`src/rtl/ssguard_pkg.sv`:
```
package ssguard_pkg;
  typedef enum logic [1:0] {
    ST_OFF    = 2'd0,
    ST_RAMP   = 2'd1,
    ST_REG    = 2'd2,
    ST_HICCUP = 2'd3
  } ctlState_t;

  // strobes from control to datapath
  typedef struct packed {
    logic clrRef;
    logic clrTimer;
    logic runTimer;
    logic rampEn;
  } rampStrobe_t;

  localparam int STAT_W     = 4;
  localparam int STAT_RAMP  = 0;
  localparam int STAT_REG   = 1;
  localparam int STAT_HIC   = 2;
  localparam int STAT_FAULT = 3;
endpackage

```
`src/rtl/ssguard_hyst.sv`:
```
module ssguard_hyst #(
  parameter int W       = 8,
  parameter int SET_LVL = 106,
  parameter int CLR_LVL = 108,
  parameter bit ABOVE   = 1'b0,
  parameter bit RST_VAL = 1'b1
) (
  input  logic         clk,
  input  logic         rstN,
  input  logic [W-1:0] code,
  output logic         flag
);
  localparam logic [W-1:0] SET_C = W'(SET_LVL);
  localparam logic [W-1:0] CLR_C = W'(CLR_LVL);

  logic setCond, clrCond;

  generate
    if (ABOVE) begin : g_above
      // trips high, releases at or below the lower level
      assign setCond = code >= SET_C;
      assign clrCond = code <= CLR_C;
      // inside the band the flag keeps its value
      a_r10_band_hold: assert property (@(posedge clk) disable iff (!rstN)
        (flag && code > CLR_C) |=> flag);
      a_r10_band_idle: assert property (@(posedge clk) disable iff (!rstN)
        (!flag && code < SET_C) |=> !flag);
    end else begin : g_below
      // trips low, releases at or above the upper level
      assign setCond = code < SET_C;
      assign clrCond = code >= CLR_C;
      // inside the band the flag keeps its value
      a_r9_band_hold: assert property (@(posedge clk) disable iff (!rstN)
        (flag && code < CLR_C) |=> flag);
      a_r9_band_idle: assert property (@(posedge clk) disable iff (!rstN)
        (!flag && code >= SET_C) |=> !flag);
    end
  endgenerate

  always_ff @(posedge clk or negedge rstN) begin
    if (!rstN)        flag <= RST_VAL;
    else if (setCond) flag <= 1'b1;
    else if (clrCond) flag <= 1'b0;
  end
endmodule

```
`src/rtl/ssguard_dpath.sv`:
```
module ssguard_dpath
  import ssguard_pkg::*;
#(
  parameter int REF_W        = 7,
  parameter int FULL_CODE    = 83,
  parameter int STEP_CYCLES  = 7200,
  parameter int BLANK_CYCLES = 15,
  parameter int FB_W         = 8,
  parameter int LIM_W        = 8,
  parameter int LIM_LO       = 48,
  parameter int LIM_HI       = 130
) (
  input  logic             clk,
  input  logic             rstN,
  input  rampStrobe_t      strb,
  input  logic             lowSideOn,
  input  logic             ocFlag,
  input  logic [FB_W-1:0]  fbCode,
  output logic [REF_W-1:0] refCode,
  output logic [LIM_W-1:0] limitCode,
  output logic             timerLast,
  output logic             atFull,
  output logic             tripBlanked
);
  localparam int TMR_W    = (STEP_CYCLES > 1) ? $clog2(STEP_CYCLES) : 1;
  localparam int BLK_W    = $clog2(BLANK_CYCLES + 1);
  localparam int LIM_SPAN = LIM_HI - LIM_LO;
  localparam int FB_MAX   = (2 ** FB_W) - 1;
  localparam int PROD_W   = LIM_W + FB_W;

  localparam logic [TMR_W-1:0] TMR_LAST = TMR_W'(STEP_CYCLES - 1);
  localparam logic [BLK_W-1:0] BLK_END  = BLK_W'(BLANK_CYCLES);
  localparam logic [REF_W-1:0] REF_FULL = REF_W'(FULL_CODE);

  logic [TMR_W-1:0]  stepTimer;
  logic [BLK_W-1:0]  blankCnt;
  logic [PROD_W-1:0] foldProd, foldQuot;
  logic [LIM_W-1:0]  limitNext;

  // ---- step interval timer ----
  assign timerLast = (stepTimer == TMR_LAST);

  always_ff @(posedge clk or negedge rstN) begin
    if (!rstN)              stepTimer <= '0;
    else if (strb.clrTimer) stepTimer <= '0;
    else if (strb.runTimer) stepTimer <= timerLast ? '0 : stepTimer + 1'b1;
  end

  // ---- staircase reference ----
  assign atFull = (refCode == REF_FULL);

  always_ff @(posedge clk or negedge rstN) begin
    if (!rstN)                                  refCode <= '0;
    else if (strb.clrRef)                       refCode <= '0;
    else if (strb.rampEn && timerLast && !atFull) refCode <= refCode + 1'b1;
  end

  // ---- blanked current check ----
  always_ff @(posedge clk or negedge rstN) begin
    if (!rstN)                 blankCnt <= '0;
    else if (!lowSideOn)       blankCnt <= '0;
    else if (blankCnt != BLK_END) blankCnt <= blankCnt + 1'b1;
  end

  assign tripBlanked = lowSideOn && ocFlag && (blankCnt == BLK_END);

  // ---- foldback threshold ----
  assign foldProd  = PROD_W'(LIM_SPAN) * PROD_W'(fbCode);
  assign foldQuot  = foldProd / PROD_W'(FB_MAX);
  assign limitNext = LIM_W'(foldQuot) + LIM_W'(LIM_LO);

  always_ff @(posedge clk or negedge rstN) begin
    if (!rstN) limitCode <= LIM_W'(LIM_LO);
    else       limitCode <= limitNext;
  end

  // the reference moves only by one step up or back to zero
  a_r2_unit_step: assert property (@(posedge clk) disable iff (!rstN)
    !$stable(refCode) |-> (refCode == '0 || refCode == REF_W'($past(refCode) + 1'b1)));
  // full scale is held until the control clears it
  a_r3_hold_full: assert property (@(posedge clk) disable iff (!rstN)
    (atFull && !strb.clrRef) |=> atFull);
  // the first edge of a window is always blanked
  a_r4_blank_start: assert property (@(posedge clk) disable iff (!rstN)
    $rose(lowSideOn) |-> !tripBlanked);
  // threshold stays between its end values
  a_r7_limit_range: assert property (@(posedge clk) disable iff (!rstN)
    (limitCode >= LIM_W'(LIM_LO)) && (limitCode <= LIM_W'(LIM_HI)));
endmodule

```
`src/rtl/ssguard_ctrl.sv`:
```
module ssguard_ctrl
  import ssguard_pkg::*;
(
  input  logic              clk,
  input  logic              rstN,
  input  logic              enable,
  input  logic              uvLock,
  input  logic              otHot,
  input  logic              tripBlanked,
  input  logic              timerLast,
  input  logic              atFull,
  output rampStrobe_t       strb,
  output logic              runEn,
  output logic [STAT_W-1:0] status
);
  ctlState_t state, stateNext;
  logic faultNow, moved, timedState;

  assign faultNow = !enable || uvLock || otHot;

  always_comb begin
    stateNext = state;
    case (state)
      ST_OFF:    if (!faultNow)  stateNext = ST_RAMP;
      ST_RAMP:   if (tripBlanked) stateNext = ST_HICCUP;
                 else if (atFull) stateNext = ST_REG;
      ST_REG:    if (tripBlanked) stateNext = ST_HICCUP;
      ST_HICCUP: if (timerLast)   stateNext = ST_RAMP;
      default:   stateNext = ST_OFF;
    endcase
    if (faultNow) stateNext = ST_OFF;
  end

  always_ff @(posedge clk or negedge rstN) begin
    if (!rstN) state <= ST_OFF;
    else       state <= stateNext;
  end

  assign moved      = (stateNext != state);
  assign timedState = (state == ST_RAMP) || (state == ST_HICCUP);

  always_comb begin
    strb.clrRef   = (stateNext == ST_OFF) || (stateNext == ST_HICCUP);
    strb.clrTimer = moved || !timedState;
    strb.runTimer = !moved && timedState;
    strb.rampEn   = !moved && (state == ST_RAMP);
  end

  assign runEn = (state == ST_RAMP) || (state == ST_REG);

  always_comb begin
    status = '0;
    case (state)
      ST_RAMP:   status[STAT_RAMP]  = 1'b1;
      ST_REG:    status[STAT_REG]   = 1'b1;
      ST_HICCUP: status[STAT_HIC]   = 1'b1;
      default:   status[STAT_FAULT] = 1'b1;
    endcase
  end

  // an accepted trip removes permission to switch at once
  a_r5_trip_stops: assert property (@(posedge clk) disable iff (!rstN)
    (tripBlanked && runEn) |=> !runEn);
  // hiccup only ever hands over to a ramp or to shutdown
  a_r6_hiccup_exit: assert property (@(posedge clk) disable iff (!rstN)
    $fell(status[STAT_HIC]) |-> (status[STAT_RAMP] || status[STAT_FAULT]));
  // enable low shuts the converter down on the next edge
  a_r8_enable_off: assert property (@(posedge clk) disable iff (!rstN)
    !enable |=> (!runEn && status[STAT_FAULT]));
  // one status bit at a time
  a_r11_one_state: assert property (@(posedge clk) disable iff (!rstN)
    $countones(status) == 1);
endmodule

```
`src/rtl/softstart_guard.sv`:
```
module softstart_guard
  import ssguard_pkg::*;
#(
  parameter int STEP_CYCLES  = 7200,
  parameter int BLANK_CYCLES = 15,
  parameter int FULL_CODE    = 83,
  parameter int REF_W        = 7,
  parameter int SUP_W        = 8,
  parameter int UV_RISE      = 108,
  parameter int UV_FALL      = 106,
  parameter int TEMP_W       = 8,
  parameter int OT_TRIP      = 155,
  parameter int OT_REL       = 145,
  parameter int FB_W         = 8,
  parameter int LIM_W        = 8,
  parameter int LIM_LO       = 48,
  parameter int LIM_HI       = 130
) (
  input  logic              clk,
  input  logic              rstN,
  input  logic              enable,
  input  logic [SUP_W-1:0]  supplyCode,
  input  logic [TEMP_W-1:0] tempCode,
  input  logic [FB_W-1:0]   fbCode,
  input  logic              lowSideOn,
  input  logic              ocFlag,
  output logic [REF_W-1:0]  refCode,
  output logic              runEn,
  output logic [LIM_W-1:0]  limitCode,
  output logic [3:0]        status
);
  rampStrobe_t strb;
  logic uvLock, otHot, tripBlanked, timerLast, atFull;

  ssguard_hyst #(.W(SUP_W), .SET_LVL(UV_FALL), .CLR_LVL(UV_RISE),
                 .ABOVE(1'b0), .RST_VAL(1'b1)) u_uv (
    .clk(clk), .rstN(rstN), .code(supplyCode), .flag(uvLock));

  ssguard_hyst #(.W(TEMP_W), .SET_LVL(OT_TRIP), .CLR_LVL(OT_REL),
                 .ABOVE(1'b1), .RST_VAL(1'b0)) u_ot (
    .clk(clk), .rstN(rstN), .code(tempCode), .flag(otHot));

  ssguard_ctrl u_ctrl (
    .clk(clk), .rstN(rstN), .enable(enable), .uvLock(uvLock), .otHot(otHot),
    .tripBlanked(tripBlanked), .timerLast(timerLast), .atFull(atFull),
    .strb(strb), .runEn(runEn), .status(status));

  ssguard_dpath #(.REF_W(REF_W), .FULL_CODE(FULL_CODE), .STEP_CYCLES(STEP_CYCLES),
                  .BLANK_CYCLES(BLANK_CYCLES), .FB_W(FB_W), .LIM_W(LIM_W),
                  .LIM_LO(LIM_LO), .LIM_HI(LIM_HI)) u_dpath (
    .clk(clk), .rstN(rstN), .strb(strb), .lowSideOn(lowSideOn), .ocFlag(ocFlag),
    .fbCode(fbCode), .refCode(refCode), .limitCode(limitCode),
    .timerLast(timerLast), .atFull(atFull), .tripBlanked(tripBlanked));
endmodule

```
`config.mk`:
```
export PLATFORM = sky130hd
export DESIGN_NAME = softstart_guard
export DESIGN_NICKNAME = d
export VERILOG_FILES = /design/src/rtl/ssguard_pkg.sv /design/src/rtl/ssguard_hyst.sv /design/src/rtl/ssguard_dpath.sv /design/src/rtl/ssguard_ctrl.sv /design/src/rtl/softstart_guard.sv
export SDC_FILE = /design/constraint.sdc
export NUM_CORES = 1
export LEC_CHECK = 0
export BUFFER_PORTS_ARGS = -buffer_cell sky130_fd_sc_hd__buf_4
export CAP_MARGIN = 20
export CORE_MARGIN = 2
export CORE_UTILIZATION = 50
export DETAILED_ROUTE_END_ITERATION = 10
export GPL_ROUTABILITY_DRIVEN = 1
export PLACE_DENSITY = 0.7
export SLEW_MARGIN = 15
export SYNTH_ARGS = -nofsm -noshare
export SYNTH_HDL_FRONTEND = slang
export SYNTH_HIERARCHICAL = 1
export SYNTH_SLANG_ARGS = --single-unit
```
`constraint.sdc`:
```
create_clock -name clk -period 3.3 [get_ports clk]
set_input_delay 0.165 -clock clk [delete_from_list [all_inputs] [get_ports clk]]
set_output_delay 0.165 -clock clk [all_outputs]
set_load 0.005 [all_outputs]
```
=== Yosys cells after proc, flatten, opt, wreduce, memory -nomap -nowiden ===
Cells that the tools add are included.
W data, S select, Z words.

* Magnitude comparators: 4
* Reductions and logical operators: 23
* Muxes and demuxes: 21
* Eq/ne operators: 10
* Add/sub/neg operators: 4
* Divide/modulo/power cells: 1
* Multiply operators: 1

{| class="wikitable"
|+ Operators with widths
! cell !! number
|-
| $mux W13 || 3
|-
| $div A15 B8 Y16 const B || 1
|-
| $mul A6 B8 Y14 const A || 1
|-
| $mux W7 || 2
|-
| $add A13 B1 Y13 const B || 1
|-
| $eq A13 B13 Y1 const B || 1
|-
| $mux W2 || 5
|-
| $add A8 B6 Y8 const B || 1
|-
| $ge A8 B7 Y1 const B || 1
|-
| $ge A8 B8 Y1 const B || 1
|-
| $le A8 B8 Y1 const B || 1
|-
| $lt A8 B7 Y1 const B || 1
|-
| $mux W1 || 8
|-
| $mux W4 || 2
|-
| $pmux W2 S4 || 1
|-
| $reduce_bool A2 Y1 || 4
|-
| $add A7 B1 Y7 const B || 1
|-
| $eq A7 B7 Y1 const B || 1
|-
| $eq A2 B2 Y1 const B || 3
|-
| $logic_and A1 B1 Y1 || 6
|-
| $logic_or A1 B1 Y1 || 6
|-
| $add A4 B1 Y4 const B || 1
|-
| $eq A4 B4 Y1 const B || 1
|-
| $logic_not A1 Y1 || 4
|-
| 6 further kinds || 7
|}

* Flip-flop bits (word level): 36
* Output and inout port bits: 20
* Word-level logic and storage cells: 71

=== Logic depth before layout (Yosys ltp) ===
* Depth after elaboration: 12
* Depth in mapped cells: 24

=== Modules after synthesis ===
Netlist, hierarchy kept.

{| class="wikitable"
|+ By module, submodules not included
! module !! seq. area each (µm²) !! cells an instance !! times used !! area each (µm²)
|-
| ssguard_dpath || 803.3 || 443 || 1 || 3,729.8
|-
| ssguard_ctrl || 50.0 || 36 || 1 || 309.0
|-
| ssguard_hyst (u_ot) || 25.0 || 7 || 1 || 70.1
|-
| ssguard_hyst (u_uv) || 26.3 || 6 || 1 || 53.8
|}

=== Worst setup path before layout ===
OpenSTA, ideal clock, no wires.

* Path kind: input -> register
* Start point: input fbCode[1]
* End point: register u_dpath.limitCode[0]
* Data required time: 3.172 ns
* Buffers on the path: 2
* Cell stages on the path: 22
* Path slack: -3.349 ns
* Data arrival time: 6.522 ns
* Cells stage by stage: ha_1 -> fa_1 -> ha_1 -> fa_1 -> clkbuf_2 -> a21boi_0 -> nand4_1 -> nor4_4 -> and4_1 -> buf_6 -> a211oi_1 -> or4b_1 -> o21ai_1 -> or4b_4 -> a21bo_1 -> mux2_2 -> o41a_1 -> a21oi_2 -> a31oi_1 -> or4b_4 -> a2111oi_4 -> mux2_1

* Longest elaborated chain between the ends: 3

{| class="wikitable"
|+ RTL lines
! element !! line !! text
|-
| from (decl) || softstart_guard.sv:24 || <nowiki>input logic [FB_W-1:0] fbCode,</nowiki>
|-
| $mul A6 B8 Y14 || ssguard_dpath.sv:68 || <nowiki>assign foldProd = PROD_W'(LIM_SPAN) * PROD_W'(fbCode);</nowiki>
|-
| $div A15 B8 Y16 || ssguard_dpath.sv:69 || <nowiki>assign foldQuot = foldProd / PROD_W'(FB_MAX);</nowiki>
|-
| via u_dpath.foldQuot[0] || ssguard_dpath.sv:37 || <nowiki>logic [PROD_W-1:0] foldProd, foldQuot;</nowiki>
|-
| $add A8 B6 Y8 || ssguard_dpath.sv:70 || <nowiki>assign limitNext = LIM_W'(foldQuot) + LIM_W'(LIM_LO);</nowiki>
|-
| to (signal assigned) || ssguard_dpath.sv:73 || <nowiki>if (!rstN) limitCode <= LIM_W'(LIM_LO);</nowiki>
|-
| to (signal assigned) || ssguard_dpath.sv:74 || <nowiki>else limitCode <= limitNext;</nowiki>
|-
| to (decl) || ssguard_dpath.sv:20 || <nowiki>output logic [LIM_W-1:0] limitCode,</nowiki>
|}

The timed path passes the listed nets, and every way through them passes these cells.
A chain may end at the register's enable or synchronous reset.

=== Worst setup path in the final report ===
* Start point: input fbCode[2]
* End point: register u_dpath.limitCode[0]

Same word-level chain as after synthesis.

==> results.toml <==
[global_route]
grt_pass1_vias = 4970
grt_max_degree = 37
grt_pass1_wl_um = 22730
grt_use_met1_pct = 35.01
grtUsageTotal_pct = 31.45
overflow = 0
use_met2_pct = 58.22
globalRouteMet3Util_pct = 4.743
antenna_found_initial = 0
grt_most_used_layer = "met2"

[power]
swShare_pct = 41.74
p_int_mw = 2.231
power_density_nw_per_um2 = 604.1
clockPowerShare_pct = 10.0
peakVddDrop_mv = 0.3358
power_frac_comb_pct = 76.3
power_leakage_nw = 2.794
p_switching_mw = 1.599
seqPwrFrac_pct = 13.8

[place]
place.gp.congestion = 0.9915
post-place-ws_ns = -3.511
placedCellCount = 770
io_buffers = 47
hpwl_um = 10320

[logic_synthesis]
syn_area_um2 = 4163
synth-edff-count = 0
synthArstFlopShare_pct = 100.0
synth_cell_types = 90
avgSynthCellArea_um2 = 8.461
synthFlopType = "dfrtp_1"
synth_cells = 492
syn_nets = 563
ys_ff_latch = 36
synth.yosys.seq_area_share_pct = 21.73
synth_warnings = 6

[setup_path]
cpLargestDelayFamily = "compound AO/OA/AOI/OAI gates"
startpoint_type = "primary input"
path_cells = "buf_8 -> buf_12 -> ha_4 -> fa_1 -> ha_4 -> fa_2 -> a21boi_2 -> nand4_1 -> buf_4 -> or4_4 -> a21oi_4 -> o32a_1 -> buf_4 -> nand4_1 -> o21ai_2 -> or4b_4 -> a21bo_1 -> mux2_4 -> o41a_1 -> a21oi_2 -> a31oi_2 -> or4b_4 -> a2111oi_4 -> mux2_4"
cp_slowest_stage_delay_ns = 0.57
timing.rr.start = "u_dpath/refCode[3]$_DFFE_PN0P_"
end_kind = "register"
path_max_fanout = 5
reg2reg_slack_ns = 0.11
critPathSlowestCell = "fa_1"
crit_buf_inv = 4
r2r_cells = 11
cp_data_arrival_time_ns = 6.57
required_ns = 3.48
critical_path_class = "in -> reg"
r2r_end = "u_dpath/stepTimer[12]$_DFFE_PN0P_"

[run]
drv_cap = 0

[cells_and_area]
num-fill-cells = 541
drive_gt1_share_pct = 44.75
area_growth_pct = 52.30
stdcell_count = 800
fin_nets = 765
diodes = 0
final_util_pct = 77.94

[cts]
cts_tree = "done"
clkTransAtPathRegs_ns = 0.07
numCtsBuffers = 5
htree_levels = 2
clockBufferDepth = 2
insertion_delay_ns = 0.29
cts_sinks = 36
cts-root-buf = "clkbuf_8"

[floorplanning]
dieHeight_um = 95.25
rows = 33
io_pins = 49
dieWidth_um = 95.25
start_util_pct = 51.18
coreArea_um2 = 8134
dieArea_um2 = 9072

[timing]
fmax_mhz = 156.4
rsz0062_at_grt = "true"
fin_skew_ns = 0.006511
fin_ws_ns = -3.095
maxSlewHeadroom_pct = 70.62
report.final.setup_viol = 8
fin_crit_ns = 6.395
tightest_slew_ns = 0.4367
finalCritPeriodShare_pct = 193.8
finalHoldViolCount = 0
drv_slew = 0

[route]
ant_nets = 0
vias_per_cell = 6.089
routed_wl_um = 14100
vias = 4871
drcViolationCount = 0
drtIter0Drc = 259
wire_per_inst_um = 17.63
first_pass_iters = 4

[outcome]
status = "finished, violations left"
violations = "negative setup slack"

[min_path]
hold_path_depth = 3
min_path_type = "in -> reg"
hold-path-endpoint = "u_uv/flag$_DFFE_PN1P_"
hp-start = "supplyCode[7]"
## stage by stage
stage / hold slack (ns) / setup TNS [ns] / instance area (µm²) / power, mW
after floorplan: -0.1306 / -14.37 / 4268 / 1.842
after global placement: 0.1389 / -18.07 / 5752 / 2.942
after detailed placement: 0.1436 / -19.04 / 5752 / 3.010
after CTS: 0.08169 / -14.03 / 6191 / 3.668
after global routing: 0.08354 / -16.34 / 6340 / 4.072
final: 0.07954 / -14.98 / 6340 / 3.830
## worst max path at each step
| stage | from | end | depth (start not counted) |
|---|---|---|---|
| after global placement | fbCode[2] | u_dpath/limitCode[0]$_DFF_PN0_ | 25 |
| after global routing | fbCode[2] | u_dpath/limitCode[0]$_DFF_PN0_ | 24 |
| after CTS | fbCode[3] | u_dpath/limitCode[0]$_DFF_PN0_ | 23 |
| final | fbCode[2] | u_dpath/limitCode[0]$_DFF_PN0_ | 24 |
| after floorplan | fbCode[1] | u_dpath/limitCode[0]$_DFF_PN0_ | 22 |
| after detailed placement | fbCode[2] | u_dpath/limitCode[0]$_DFF_PN0_ | 25 |
## synthesized netlist by cell type, types with 5 or more instances
library cell	number	area (µm²)
nor2_1	43	161.4
ha_1	39	488.0
nand2_1	38	142.6
dfrtp_1	33	825.8
a21oi_1	32	160.2
nor3_1	20	100.1
inv_1	19	71.32
nand3_1	19	95.09
o21ai_0	19	95.09
nand4_1	13	81.33
o211ai_1	13	97.59
xor2_1	13	113.9
xnor2_1	12	105.1
or3_1	10	62.56
and3_1	7	43.79
clkbuf_1	7	26.28
a31oi_1	6	37.54
and2_1	6	37.54
mux2i_1	6	60.06
a211o_1	5	43.79
a21o_1	5	37.54
nor4_1	5	31.28
o21a_1	5	37.54
o21ai_2	5	43.79
## final cells by class
cell class	instances	area, µm²	area share, %
Clock buffer	5	68.82	1.085
Inverter	20	75.07	1.184
Sequential cell	36	904.6	14.27
Timing Repair Buffer	209	1619	25.54
Multi-Input combinational cell	422	3498	55.18
Clock inverter	3	42.54	0.6710
Tap cell	105	131.4	2.072
## layout by cell type, fill, tap and decap left out, drive strengths merged, types with 4 or more instances in the layout
| master | n |
|---|---|
| a2111oi | 5 |
| a211o | 5 |
| a211oi | 6 |
| a21o | 5 |
| a21oi | 34 |
| a31oi | 7 |
| and2 | 6 |
| and3 | 7 |
| buf | 208 |
| clkbuf | 5 |
| dfrtp | 33 |
| ha | 39 |
| inv | 20 |
| mux2 | 4 |
| mux2i | 6 |
| nand2 | 38 |
| nand2b | 4 |
| nand3 | 19 |
| nand4 | 13 |
| nor2 | 44 |
| nor3 | 22 |
| nor4 | 6 |
| o211ai | 14 |
| o21a | 5 |
| o21ai | 26 |
| o21ba | 4 |
| o31ai | 5 |
| or2 | 6 |
| or3 | 11 |
| xnor2 | 12 |
| xor2 | 15 |
## repair_timing
action	4_1_cts	5_1_grt
buffers inserted	14	7
hold endpoints to repair	33	0
gates cloned	0	0
resized for setup	41	20
endpoints found under the setup margin	9	11
pin swaps	14	21
hold buffers	1	0
## cells by family (layout without fill, tap and decap cells)
kind of cell               count (synthesis)  after routing  share of synthesized area (%)
muxes                                     10             10                          2.525
and+or+nand+nor                          194            194                          25.37
AOI/OAI and AO/OA                        148            148                          27.50
buffers and inverters                     34            237                          3.427
DFF                                       36             36                          21.73
xor gates and xnor gates                  27             27                          6.041
adders and majority gates                 43             43                          13.41
## registers in the layout, indices dropped and copies added, names as in the netlist
name and flops:
u_dpath/refCode 7, u_dpath/blankCnt 4, u_ctrl/state 2, u_uv/flag 1, u_dpath/stepTimer 13, u_ot/flag 1, u_dpath/limitCode 8
## routing by layer
metal	vias up	wire length, µm
li1	2283	-
met1	2330	5472
met2	204	7237
met3	54	832
met4	0	558
met5	-	0
## worst register-to-register path, delay by kind of cell, from the launching register on
family           cells  cell delay (ns)
flip-flops           1             0.46
AND/OR/NAND/NOR      6             1.66
AO/OA/AOI/OAI        5             0.99
## power groups by stage
stage          Sequential, mW  Clock (mW)  Combinational (mW)
2_1_floorplan           0.534           0                1.31
3_3_place_gp            0.531           0                2.41
3_5_place_dp            0.534           0                2.48
4_1_cts                 0.525       0.392                2.75
5_1_grt                 0.529       0.412                3.13
6_report                0.527       0.383                2.92
Note: power is estimated with default switching activity, not from simulation.
